**src/rtl/cfg_loader_pkg.sv**
```systemverilog
package cfg_loader_pkg;

  typedef enum logic [2:0] {
    ST_HOLD,
    ST_CLEAR,
    ST_WAIT,
    ST_XFER,
    ST_DONE,
    ST_FAIL
  } ld_state_e;

  localparam logic [7:0]  OPC_READ      = 8'h03;
  localparam logic [7:0]  OPC_FAST      = 8'h0B;
  localparam logic [2:0]  MODE_FAST     = 3'b110;
  localparam logic [15:0] CRC_POLY      = 16'h1021;
  localparam logic [15:0] CRC_SEED      = 16'hFFFF;
  localparam int          TX_BITS_PLAIN = 32;
  localparam int          TX_BITS_FAST  = 40;

endpackage

```
**src/rtl/cfg_prog_filter.sv**
```systemverilog
module cfg_prog_filter #(
  parameter int MIN_CYC = 25
) (
  input  logic clk,
  input  logic rst,
  input  logic prog_n,
  output logic hold
);

  localparam int CW = $clog2(MIN_CYC + 1);

  logic          p_meta, p_sync;
  logic [CW-1:0] low_cnt;

  always_ff @(posedge clk) begin
    if (rst) begin
      p_meta <= 1'b1;
      p_sync <= 1'b1;
    end else begin
      p_meta <= prog_n;
      p_sync <= p_meta;
    end
  end

  always_ff @(posedge clk) begin
    if (rst) begin
      low_cnt <= '0;
      hold    <= 1'b0;
    end else if (p_sync) begin
      low_cnt <= '0;
      hold    <= 1'b0;
    end else begin
      if (low_cnt != CW'(MIN_CYC)) low_cnt <= low_cnt + 1'b1;
      if (low_cnt == CW'(MIN_CYC - 1)) hold <= 1'b1;
    end
  end


  hold_len_chk: assert property (@(posedge clk) disable iff (rst)
    hold |-> (low_cnt == CW'(MIN_CYC)));


  hold_src_chk: assert property (@(posedge clk) disable iff (rst)
    $rose(hold) |-> !$past(p_sync));

endmodule

```
**src/rtl/cfg_crc16.sv**
```systemverilog
module cfg_crc16
  import cfg_loader_pkg::*;
(
  input  logic        clk,
  input  logic        rst,
  input  logic        clear,
  input  logic        en,
  input  logic        bit_in,
  output logic [15:0] crc
);

  logic fb;
  assign fb = crc[15] ^ bit_in;

  always_ff @(posedge clk) begin
    if (rst || clear) crc <= CRC_SEED;
    else if (en)      crc <= {crc[14:0], 1'b0} ^ (fb ? CRC_POLY : 16'h0000);
  end


  crc_idle_chk: assert property (@(posedge clk) disable iff (rst)
    (!en && !clear) |=> $stable(crc));

endmodule

```
**src/rtl/cfg_spi_engine.sv**
```systemverilog
module cfg_spi_engine
  import cfg_loader_pkg::*;
#(
  parameter int HALF_CYC = 2,
  parameter int RX_BITS  = 80
) (
  input  logic        clk,
  input  logic        rst,
  input  logic        start,
  input  logic        abort,
  input  logic        fast,
  input  logic [23:0] addr,
  input  logic        miso,
  output logic        sclk,
  output logic        mosi,
  output logic        rx_valid,
  output logic        rx_bit,
  output logic        fin
);

  localparam int MAX_BITS = TX_BITS_FAST + RX_BITS;
  localparam int BW       = $clog2(MAX_BITS + 1);
  localparam int DVW      = (HALF_CYC > 1) ? $clog2(HALF_CYC) : 1;

  logic           busy;
  logic [DVW-1:0] div_q;
  logic [BW-1:0]  bit_q, last_q, txlen_q;
  logic [39:0]    tx_q, first_w;
  logic           tick;

  assign tick = (div_q == DVW'(HALF_CYC - 1));

  always_comb begin
    first_w = {(fast ? OPC_FAST : OPC_READ), addr, 8'h00};
  end

  always_ff @(posedge clk) begin
    if (rst || abort) begin
      busy     <= 1'b0;
      sclk     <= 1'b0;
      mosi     <= 1'b0;
      div_q    <= '0;
      bit_q    <= '0;
      last_q   <= '0;
      txlen_q  <= '0;
      tx_q     <= '0;
      rx_valid <= 1'b0;
      rx_bit   <= 1'b0;
      fin      <= 1'b0;
    end else begin
      rx_valid <= 1'b0;
      fin      <= 1'b0;
      if (start) begin
        busy    <= 1'b1;
        sclk    <= 1'b0;
        div_q   <= '0;
        bit_q   <= '0;
        tx_q    <= first_w;
        mosi    <= first_w[39];
        txlen_q <= fast ? BW'(TX_BITS_FAST) : BW'(TX_BITS_PLAIN);
        last_q  <= fast ? BW'(TX_BITS_FAST + RX_BITS - 1)
                        : BW'(TX_BITS_PLAIN + RX_BITS - 1);
      end else if (busy) begin
        div_q <= tick ? '0 : div_q + 1'b1;
        if (tick) begin
          if (!sclk) begin
            sclk     <= 1'b1;
            rx_valid <= (bit_q >= txlen_q);
            rx_bit   <= miso;
          end else begin
            sclk <= 1'b0;
            if (bit_q == last_q) begin
              busy <= 1'b0;
              fin  <= 1'b1;
              mosi <= 1'b0;
            end else begin
              bit_q <= bit_q + 1'b1;
              tx_q  <= {tx_q[38:0], 1'b0};
              mosi  <= tx_q[38];
            end
          end
        end
      end
    end
  end


  mosi_stable_chk: assert property (@(posedge clk) disable iff (rst)
    (sclk && $past(sclk)) |-> $stable(mosi));


  sclk_idle_chk: assert property (@(posedge clk) disable iff (rst)
    !busy |-> !sclk);

endmodule

```
**src/rtl/cfg_flash_loader.sv**
```systemverilog
module cfg_flash_loader
  import cfg_loader_pkg::*;
#(
  parameter int          CLK_PERIOD_NS = 20,
  parameter int          PROG_MIN_NS   = 500,
  parameter int          SCK_HALF_CYC  = 2,
  parameter int          IMAGE_BYTES   = 8,
  parameter logic [23:0] START_ADDR    = 24'h000000
) (
  input  logic                           clk,
  input  logic                           rst,
  input  logic                           prog_n,
  input  logic                           init_in,
  input  logic [2:0]                     mode_sel,
  input  logic                           spi_miso,
  output logic                           spi_cs_n,
  output logic                           spi_sclk,
  output logic                           spi_sclk_oe,
  output logic                           spi_mosi,
  output logic                           spi_mosi_oe,
  output logic                           init_drive_low,
  output logic                           done,
  input  logic [$clog2(IMAGE_BYTES)-1:0] rd_addr,
  output logic [7:0]                     rd_data
);

  localparam int PROG_MIN_CYC = (PROG_MIN_NS + CLK_PERIOD_NS - 1) / CLK_PERIOD_NS;
  localparam int PAY_BITS     = IMAGE_BYTES * 8;
  localparam int RX_BITS      = PAY_BITS + 16;
  localparam int AW           = $clog2(IMAGE_BYTES);
  localparam int CLR_LAST     = (IMAGE_BYTES < 4) ? 3 : IMAGE_BYTES - 1;
  localparam int CW           = $clog2(CLR_LAST + 1);
  localparam int DW           = $clog2(RX_BITS + 1);

  ld_state_e     state_q;
  logic          hold;
  logic          init_m, init_s;
  logic          fast_q, start_q;
  logic          fin, rx_valid, rx_bit;
  logic [15:0]   crc_val, window_q;
  logic [6:0]    byte_q;
  logic [DW-1:0] data_idx_q;
  logic [CW-1:0] clr_idx_q;
  logic          pay_bit, crc_ok;
  logic          we;
  logic [AW-1:0] waddr;
  logic [7:0]    wdata;
  logic [7:0]    mem [IMAGE_BYTES];

  cfg_prog_filter #(.MIN_CYC(PROG_MIN_CYC)) u_filter (
    .clk(clk), .rst(rst), .prog_n(prog_n), .hold(hold)
  );

  cfg_spi_engine #(.HALF_CYC(SCK_HALF_CYC), .RX_BITS(RX_BITS)) u_engine (
    .clk(clk), .rst(rst), .start(start_q), .abort(hold), .fast(fast_q),
    .addr(START_ADDR), .miso(spi_miso), .sclk(spi_sclk), .mosi(spi_mosi),
    .rx_valid(rx_valid), .rx_bit(rx_bit), .fin(fin)
  );

  assign pay_bit = (state_q == ST_XFER) && rx_valid && (data_idx_q < DW'(PAY_BITS));
  assign crc_ok  = (window_q == crc_val);

  cfg_crc16 u_crc (
    .clk(clk), .rst(rst), .clear(start_q), .en(pay_bit), .bit_in(rx_bit), .crc(crc_val)
  );

  // init line synchroniser
  always_ff @(posedge clk) begin
    if (rst) begin
      init_m <= 1'b0;
      init_s <= 1'b0;
    end else begin
      init_m <= init_in;
      init_s <= init_m;
    end
  end

  // receive window, byte assembly and bit index
  always_ff @(posedge clk) begin
    if (rst || start_q) begin
      window_q   <= '0;
      byte_q     <= '0;
      data_idx_q <= '0;
    end else if (state_q == ST_XFER && rx_valid) begin
      window_q   <= {window_q[14:0], rx_bit};
      byte_q     <= {byte_q[5:0], rx_bit};
      data_idx_q <= data_idx_q + 1'b1;
    end
  end

  // image RAM write port (clear or load)
  always_comb begin
    we    = 1'b0;
    waddr = '0;
    wdata = '0;
    if (state_q == ST_CLEAR && int'(clr_idx_q) < IMAGE_BYTES) begin
      we    = 1'b1;
      waddr = AW'(clr_idx_q);
    end else if (pay_bit && data_idx_q[2:0] == 3'd7) begin
      we    = 1'b1;
      waddr = data_idx_q[AW+2:3];
      wdata = {byte_q, rx_bit};
    end
  end

  always_ff @(posedge clk) begin
    if (we) mem[waddr] <= wdata;
    rd_data <= mem[rd_addr];
  end

  // configuration sequencer
  always_ff @(posedge clk) begin
    if (rst) begin
      state_q        <= ST_CLEAR;
      clr_idx_q      <= '0;
      init_drive_low <= 1'b1;
      done           <= 1'b0;
      spi_cs_n       <= 1'b1;
      spi_sclk_oe    <= 1'b0;
      spi_mosi_oe    <= 1'b0;
      fast_q         <= 1'b0;
      start_q        <= 1'b0;
    end else begin
      start_q <= 1'b0;
      if (hold) begin
        state_q        <= ST_HOLD;
        done           <= 1'b0;
        spi_cs_n       <= 1'b1;
        spi_sclk_oe    <= 1'b0;
        spi_mosi_oe    <= 1'b0;
        init_drive_low <= 1'b1;
      end else begin
        unique case (state_q)
          ST_HOLD: begin
            state_q   <= ST_CLEAR;
            clr_idx_q <= '0;
          end
          ST_CLEAR: begin
            clr_idx_q <= clr_idx_q + 1'b1;
            if (clr_idx_q == CW'(CLR_LAST)) begin
              state_q        <= ST_WAIT;
              init_drive_low <= 1'b0;
            end
          end
          ST_WAIT: begin
            if (init_s) begin
              fast_q      <= (mode_sel == MODE_FAST);
              start_q     <= 1'b1;
              spi_cs_n    <= 1'b0;
              spi_sclk_oe <= 1'b1;
              spi_mosi_oe <= 1'b1;
              state_q     <= ST_XFER;
            end
          end
          ST_XFER: begin
            if (fin) begin
              spi_cs_n    <= 1'b1;
              spi_sclk_oe <= 1'b0;
              spi_mosi_oe <= 1'b0;
              if (crc_ok) begin
                done    <= 1'b1;
                state_q <= ST_DONE;
              end else begin
                init_drive_low <= 1'b1;
                state_q        <= ST_FAIL;
              end
            end
          end
          default: ;
        endcase
      end
    end
  end


  done_cs_chk: assert property (@(posedge clk) disable iff (rst)
    $rose(done) |-> $rose(spi_cs_n));


  done_release_chk: assert property (@(posedge clk) disable iff (rst)
    done |-> (spi_cs_n && !spi_sclk_oe && !spi_mosi_oe));


  done_init_excl_chk: assert property (@(posedge clk) disable iff (rst)
    done |-> !init_drive_low);


  cs_start_chk: assert property (@(posedge clk) disable iff (rst)
    $fell(spi_cs_n) |-> $past(init_s));


  hold_effect_chk: assert property (@(posedge clk) disable iff (rst)
    hold |=> (!done && spi_cs_n && init_drive_low));

endmodule

```
**config.mk**
```make
export PLATFORM = sky130hd
export DESIGN_NAME = cfg_flash_loader
export DESIGN_NICKNAME = d
export VERILOG_FILES = /design/src/rtl/cfg_loader_pkg.sv /design/src/rtl/cfg_prog_filter.sv /design/src/rtl/cfg_crc16.sv /design/src/rtl/cfg_spi_engine.sv /design/src/rtl/cfg_flash_loader.sv
export SDC_FILE = /design/constraint.sdc
export NUM_CORES = 1
export LEC_CHECK = 0
export BUFFER_PORTS_ARGS = -buffer_cell sky130_fd_sc_hd__buf_2
export CORE_UTILIZATION = 28
export CTS_CLUSTER_DIAMETER = 100
export CTS_CLUSTER_SIZE = 10
export DETAILED_ROUTE_END_ITERATION = 10
export GPL_TIMING_DRIVEN = 0
export PLACE_DENSITY = 0.42
export SYNTH_ARGS = -nofsm -noshare
export SYNTH_HDL_FRONTEND = slang
export SYNTH_HIERARCHICAL = 1
export SYNTH_SLANG_ARGS = --single-unit
```
**constraint.sdc**
```tcl
create_clock -name clk -period 2.95 [get_ports clk]
set_input_delay 0.59 -clock clk [delete_from_list [all_inputs] [get_ports clk]]
set_output_delay 0.59 -clock clk [all_outputs]
set_load 0.1 [all_outputs]
```
# Word-level counts from Yosys, hierarchy flattened
# Memories as Yosys holds them, arrays and structs flattened. A register that Yosys moved wholly into a read port is not among the register bits.
# Cells that the tools add are included.
classes:
  n_addsub: 5
  n_mux: 48
  n_bitwise: 9
  reduce_logical: 32
  eq_ne: 18
  order_cmp: 2
ops:
  columns: ["operator", "n"]
  rows:
  - ["39-bit two-way mux", 5]
  - ["1-bit two-way mux", 27]
  - ["4-bit AND reduction", 6]
  - ["16-bit == test", 1]
  - ["8-bit two-way mux", 2]
  - ["16-bit XOR", 1]
  - ["3-bit two-way mux", 5]
  - ["7-bit by 1-bit adder with 7-bit output, second input constant", 2]
  - ["13-bit two-way mux", 1]
  - ["3-bit case mux with 4 select lines", 1]
  - ["3-bit AND reduction", 4]
  - ["2-bit nonzero test", 6]
  - ["5-bit OR reduction", 2]
  - ["3-bit == test, second input constant", 3]
  - ["4-bit two-way mux", 2]
  - ["7-bit == test", 1]
  - ["7-bit greater-or-equal comparator", 1]
  - ["7-bit < comparator, second input constant", 1]
  - ["1-bit inverter", 7]
  - ["3-bit by 2-bit == test with 1-bit output, second input constant", 2]
  - ["2-bit != test, second input constant", 3]
  - ["3-bit by 1-bit != test with 1-bit output, second input constant", 2]
  - ["1-bit case mux with 2 select lines", 3]
  - ["3-bit case mux with 2 select lines", 1]
  - ["other kinds (18)", 25]
word_totals:
  mem_bits_rw: 64
  register_bits: 103
  in_bits: 11
  memories: 1
memory_table:
  columns: ["memory", "words", "width", "read_ports", "rd_ports_with_merged_regs", "write_ports", "line", "text"]
  rows:
  - ["mem", 8, 8, 1, 1, 1, "cfg_flash_loader.sv:48", "logic [7:0] mem [IMAGE_BYTES];"]

# Depth between registers and ports, before layout
depth:
  word_depth: 8
  ltp_mapped: 9

# By module
# The synthesis kept the hierarchy.
modules_own_cells:
  columns: ["module", "area_each_um2", "n_inst", "cells_each", "seq_area_each_um2"]
  rows:
  - ["cfg_flash_loader", 4443.0, 1, 338, 2822.7]
  - ["cfg_spi_engine", 2681.3, 1, 293, 960.9]
  - ["cfg_crc16", 619.3, 1, 56, 320.3]
  - ["cfg_prog_filter", 397.9, 1, 37, 160.2]

# Worst setup path after synthesis
# Ideal clock, no wire load.
synth_timing:
  path_type: "register -> register"
  from: "register u_engine.sclk"
  to: "register u_engine.tx_q[35]"
  setup_ns: 0.086
  stages_incl_launch_ff: 6
  slack_ns: 0.819
  synth_period_minus_slack_ns: 2.131
  t_arrival_ns: 2.046
  n_path_buf: 1
  required_ns: 2.864
  path_cell_list: "dfxtp_1 -> nand3_2 -> clkbuf_1 -> a2bb2oi_1 -> nand2_1 -> a211oi_1"
synth_via:
  elab_chain_len: 2
synth_lines:
  columns: ["element", "line", "text"]
  rows:
  - ["start: declaration", "cfg_spi_engine.sv:14", "output logic sclk,"]
  - ["start signal: assignment", "cfg_spi_engine.sv:40", "sclk <= 1'b0;"]
  - ["start signal: assignment", "cfg_spi_engine.sv:55", "sclk <= 1'b0;"]
  - ["start signal: assignment", "cfg_spi_engine.sv:67", "sclk <= 1'b1;"]
  - ["2-bit nonzero test (no line)", null, null]
  - ["4-bit AND reduction (no line)", null, null]
  - ["end signal: assignment", "cfg_spi_engine.sv:58", "tx_q <= first_w;"]
  - ["end signal: assignment", "cfg_spi_engine.sv:78", "tx_q <= {tx_q[38:0], 1'b0};"]
  - ["end: declaration", "cfg_spi_engine.sv:28", "logic [39:0] tx_q, first_w;"]
# No other way between the ends.
# A chain may end at the register's enable or synchronous reset.

# Worst setup path after layout
layout_timing:
  from: "register state_q[2]"
  to: "memory mem[1][5], enable pin"
layout_via:
  elab_chain_len: 8
  elab_cells_between_ends: 11
  cone_classes: "eq/ne (2); mux (6); reduce/logical (3)"
layout_lines:
  columns: ["element", "line", "text"]
  rows:
  - ["start: declaration", "cfg_flash_loader.sv:35", "ld_state_e state_q;"]
  - ["start signal: assignment", "cfg_flash_loader.sv:114", "state_q <= ST_CLEAR;"]
  - ["start signal: assignment", "cfg_flash_loader.sv:126", "state_q <= ST_HOLD;"]
  - ["start signal: assignment", "cfg_flash_loader.sv:135", "state_q <= ST_CLEAR;"]
  - ["3-bit by 2-bit == test with 1-bit output", "cfg_flash_loader.sv:60", "assign pay_bit = (state_q == ST_XFER) && rx_valid && (data_idx_q < DW'(PAY_BITS));"]
  - ["1-bit logical AND (2 in series)", "cfg_flash_loader.sv:60", null]
  - ["1-bit logical AND", "cfg_flash_loader.sv:99", "end else if (pay_bit && data_idx_q[2:0] == 3'd7) begin"]
  - ["1-bit two-way mux", "cfg_flash_loader.sv:99", null]
  - ["1-bit two-way mux", "cfg_flash_loader.sv:96", "if (state_q == ST_CLEAR && int'(clr_idx_q) < IMAGE_BYTES) begin"]
  - ["1-bit two-way mux", "cfg_flash_loader.sv:107", "if (we) mem[waddr] <= wdata;"]
  - ["1-bit two-way mux (not written as such)", "cfg_flash_loader.sv:107", null]
  - ["end: declaration", "cfg_flash_loader.sv:48", null]
# Parallel ways exist; a longest one is shown, timed or not.

==> results.sh <==
export IMPL_cts_root_buffer="clkbuf_16"
export IMPL_hold_path_end="u_filter/p_meta"
export IMPL_ys_async_sr_fraction_pct=0
export IMPL_synth_cells=724
export IMPL_fin_worst_skew_ns=0.02029
export IMPL_arrival_ns=2.86
export IMPL_final_common_cell="dfxtp_1"
export IMPL_reg2reg_from="state_q[2]"
export IMPL_htreeDepth=4
export IMPL_syn_to_final_growth_pct=16.07
export IMPL_layout_common_cells="117 x dfxtp_1, 94 x nand2_1, 64 x edfxtp_1"
export IMPL_synth_edf_count=64
export IMPL_max_stage_delay_ns=0.84
export IMPL_vdd_ir_drop_max_uv=269.7
export IMPL_ys_seq_elements=181
export IMPL_pin_count=26
export IMPL_tightest_slew_ns=1.109
export IMPL_rr_endpoint="mem[1][5]"
export IMPL_nets=810
export IMPL_gp_congestion=0.7216
export IMPL_path_max_fanout=10
export IMPL_wl_per_cell_um=16.59
export IMPL_cts_buffer_depth=2
export IMPL_holdWs_ns=0.3281
export IMPL_dpl_cell_area_um2=8818
export IMPL_rsz0062_at_grt="true"
export IMPL_grt_ovfl_total=0
export IMPL_first_global_vias=5554
export IMPL_first_pass_iters=5
export IMPL_cts_buffers_inserted=17
export IMPL_core_area_um2=28630
export IMPL_intPower_mw=3.924
export IMPL_tns_ns=0
export IMPL_hold_path_class="in2reg"
export IMPL_antenna_found_initial=0
export IMPL_period_share_pct=95.34
export IMPL_die_area_um2=29760
export IMPL_p_sw_mw=1.477
export IMPL_worstHoldStart="prog_n"
export IMPL_synth_flop_cell="dfxtp_1"
export IMPL_worstSetupStartpointType="flop"
export IMPL_ys_top_cells_by_area="dfxtp_1 29%, edfxtp_1 24%, mux4_2 4.4%"
export IMPL_drt_iter0_markers=403
export IMPL_final_setup_viol_count=0
export IMPL_min_period_ns=2.812
export IMPL_p_comb_share_pct=5.5
export IMPL_critPathBufInv=2
export IMPL_drive_above_1_share_pct=19.10
export IMPL_crit_chain="buf_2, nand4b_1, nor3b_1, clkbuf_1, a22oi_1, nor2_1"
export IMPL_synth_top_area_share_pct=28.77
export IMPL_power_switching_share_pct=27.35
export IMPL_ctsResizeCount=0
export IMPL_cts_hold_buf=0
export IMPL_critical_path_top_delay_family="simple AND/OR/NAND/NOR gates"
export IMPL_power_per_cell_area_nw_per_um2=571.4
export IMPL_grt_use_total_pct=13.77
export IMPL_synth_area_per_cell_um2=11.25
export IMPL_ff2ff_setup_slack_ns=0.14
export IMPL_vias=5541
export IMPL_wirelength_um=19660
export IMPL_cp_end_kind="flop"
export IMPL_cts_tree="done"
export IMPL_io_buffer_count=22
export IMPL_synth_cell_types=75
export IMPL_cts_sinks=181
export IMPL_floorplan_initialDensity_pct=28.44
export IMPL_antennaDiodeCount=0
export IMPL_seq_power_share_pct=49.4
export IMPL_outcome="complete, no violations"
export IMPL_timing_max_cap_violations=0
export IMPL_insertion_delay_ns=0.45
export IMPL_hold_depth=2
export IMPL_dp_hpwl_um=13190
export IMPL_synth_area_um2=8142
export IMPL_slew_viol_final=0
export IMPL_pwr_share_clk_pct=45.1
export IMPL_reg2reg_depth=6
export IMPL_clkTransAtPathRegs_ns=0.08
export IMPL_die_y_um=172.5
export IMPL_slowest_stage="nor2_1"
export IMPL_criticalPathCategory="reg2reg"
export IMPL_route_detailed_drc=0
export IMPL_max_slew_margin_rel_pct=26.04
export IMPL_required_ns=3.00
export IMPL_num_rows=62
export IMPL_grt_max_degree=23
export IMPL_seq_area_frac_synth_pct=52.37
export IMPL_hold_viol=0
export IMPL_fmaxAchievable_ghz=0.3556
export IMPL_drtAntennaViolNets=0
export IMPL_yosysWarnings=6
export IMPL_p_leak_nw=3.118
export IMPL_die_w_um=172.5
export IMPL_stdcell_area_um2=9450
export IMPL_post_cts_buffers=0
export IMPL_synth_top_area_cell="dfxtp_1"
export IMPL_grt_first_pass_wirelength_um=32020
export IMPL_viasPerCell=4.676
-- per-stage QoR --
step / setup slack [ns] / util (%) / instances / total power, mW
2_1_floorplan: 0.8185 / - / 747 / 2.953
5_1_grt: -0.09490 / 33.01 / 1185 / 5.623
3_5_place_dp: 0.08334 / 30.81 / 1153 / 3.033
6_report: 0.1376 / 33.01 / 1185 / 5.400
3_3_place_gp: 0.1303 / 30.81 / 1153 / 3.030
4_1_cts: 0.06749 / 33.01 / 1185 / 5.489
-- kinds of logic after synthesis --
group	after synthesis	synth area share, %
flops	181	52.37
fa+ha+maj	11	1.690
mux	57	9.759
buf+inv	64	4.457
compound gates	134	12.66
xor+xnor	30	3.750
simple gates	246	15.26
other cells	1	0.04606
-- routing by layer --
| metal | GRT usage (%) | up-vias | share of wire, % | wire, um |
|---|---|---|---|---|
| li1 | - | 2751 | - | - |
| met1 | 19.51 | 2675 | 50 | 9903 |
| met2 | 20.80 | 96 | 45 | 8784 |
| met3 | 2.918 | 19 | 3.4 | 668 |
| met4 | 4.315 | 0 | 1.5 | 301 |
| met5 | 0 | - | 0 | 0 |
-- cells in the mapped netlist, types with 7 or more instances --
cell	number
dfxtp_1	117
nand2_1	94
edfxtp_1	64
nor2_1	39
a21oi_1	35
mux2i_1	28
o21ai_0	21
xor2_1	21
a211oi_1	19
mux4_2	16
nor3_1	15
buf_2	14
clkbuf_1	14
nand3_1	14
nand2b_1	13
inv_1	12
ha_1	11
mux2_2	11
nor4_1	9
o211ai_1	9
or2_2	9
and2_1	8
buf_6	8
nand3b_1	7
-- worst register-to-register path: cells and delay by family (launching register included) --
family,cells,cell delay (ns)
AO/OA/AOI/OAI,1,0.17
AND/OR/NAND/NOR,3,1.42
buffers and inverters,2,0.52
flip-flops,1,0.31
-- sequential cells by signal, summed over array words and instances (netlist names), 3 cells and up --
register,flops
state_q,3
u_engine/last_q,3
u_filter/low_cnt,5
data_idx_q,7
u_engine/tx_q,31
u_engine/bit_q,7
u_crc/crc,16
window_q,16
clr_idx_q,3
rd_data,8
mem,64
-- power groups by stage --
stage / Combinational [mW] / Clock (mW) / Sequential, mW
after global placement: 0.301 / 0 / 2.73
final: 0.297 / 2.43 / 2.67
after detailed placement: 0.304 / 0 / 2.73
after global routing: 0.323 / 2.62 / 2.68
after CTS: 0.304 / 2.51 / 2.67
after floorplan: 0.142 / 0 / 2.81
-- worst max path at each step --
stage,startpoint,endpoint,slack [ns],cells past startpoint
detailed placement,state_q[2],mem[5][4],0.08,6
finish,state_q[2],mem[1][5],0.14,6
global route,state_q[2],mem[5][6],-0.09,6
floorplan,u_engine/sclk,u_engine/tx_q[35],0.82,5
CTS,state_q[2],mem[5][6],0.07,6
global placement,state_q[2],mem[5][3],0.13,6
-- area by class of cell --
cell class	count	area [um^2]
fill	2893	19170
sequential	181	4264
multi-input combinational	502	3601
tap	384	480.5
clock buffer	17	425.4
buffer	52	317.8
clock inverter	15	206.4
timing repair buffer	22	110.1
inverter	12	45.04
Note: power is estimated with default switching activity, not from simulation.
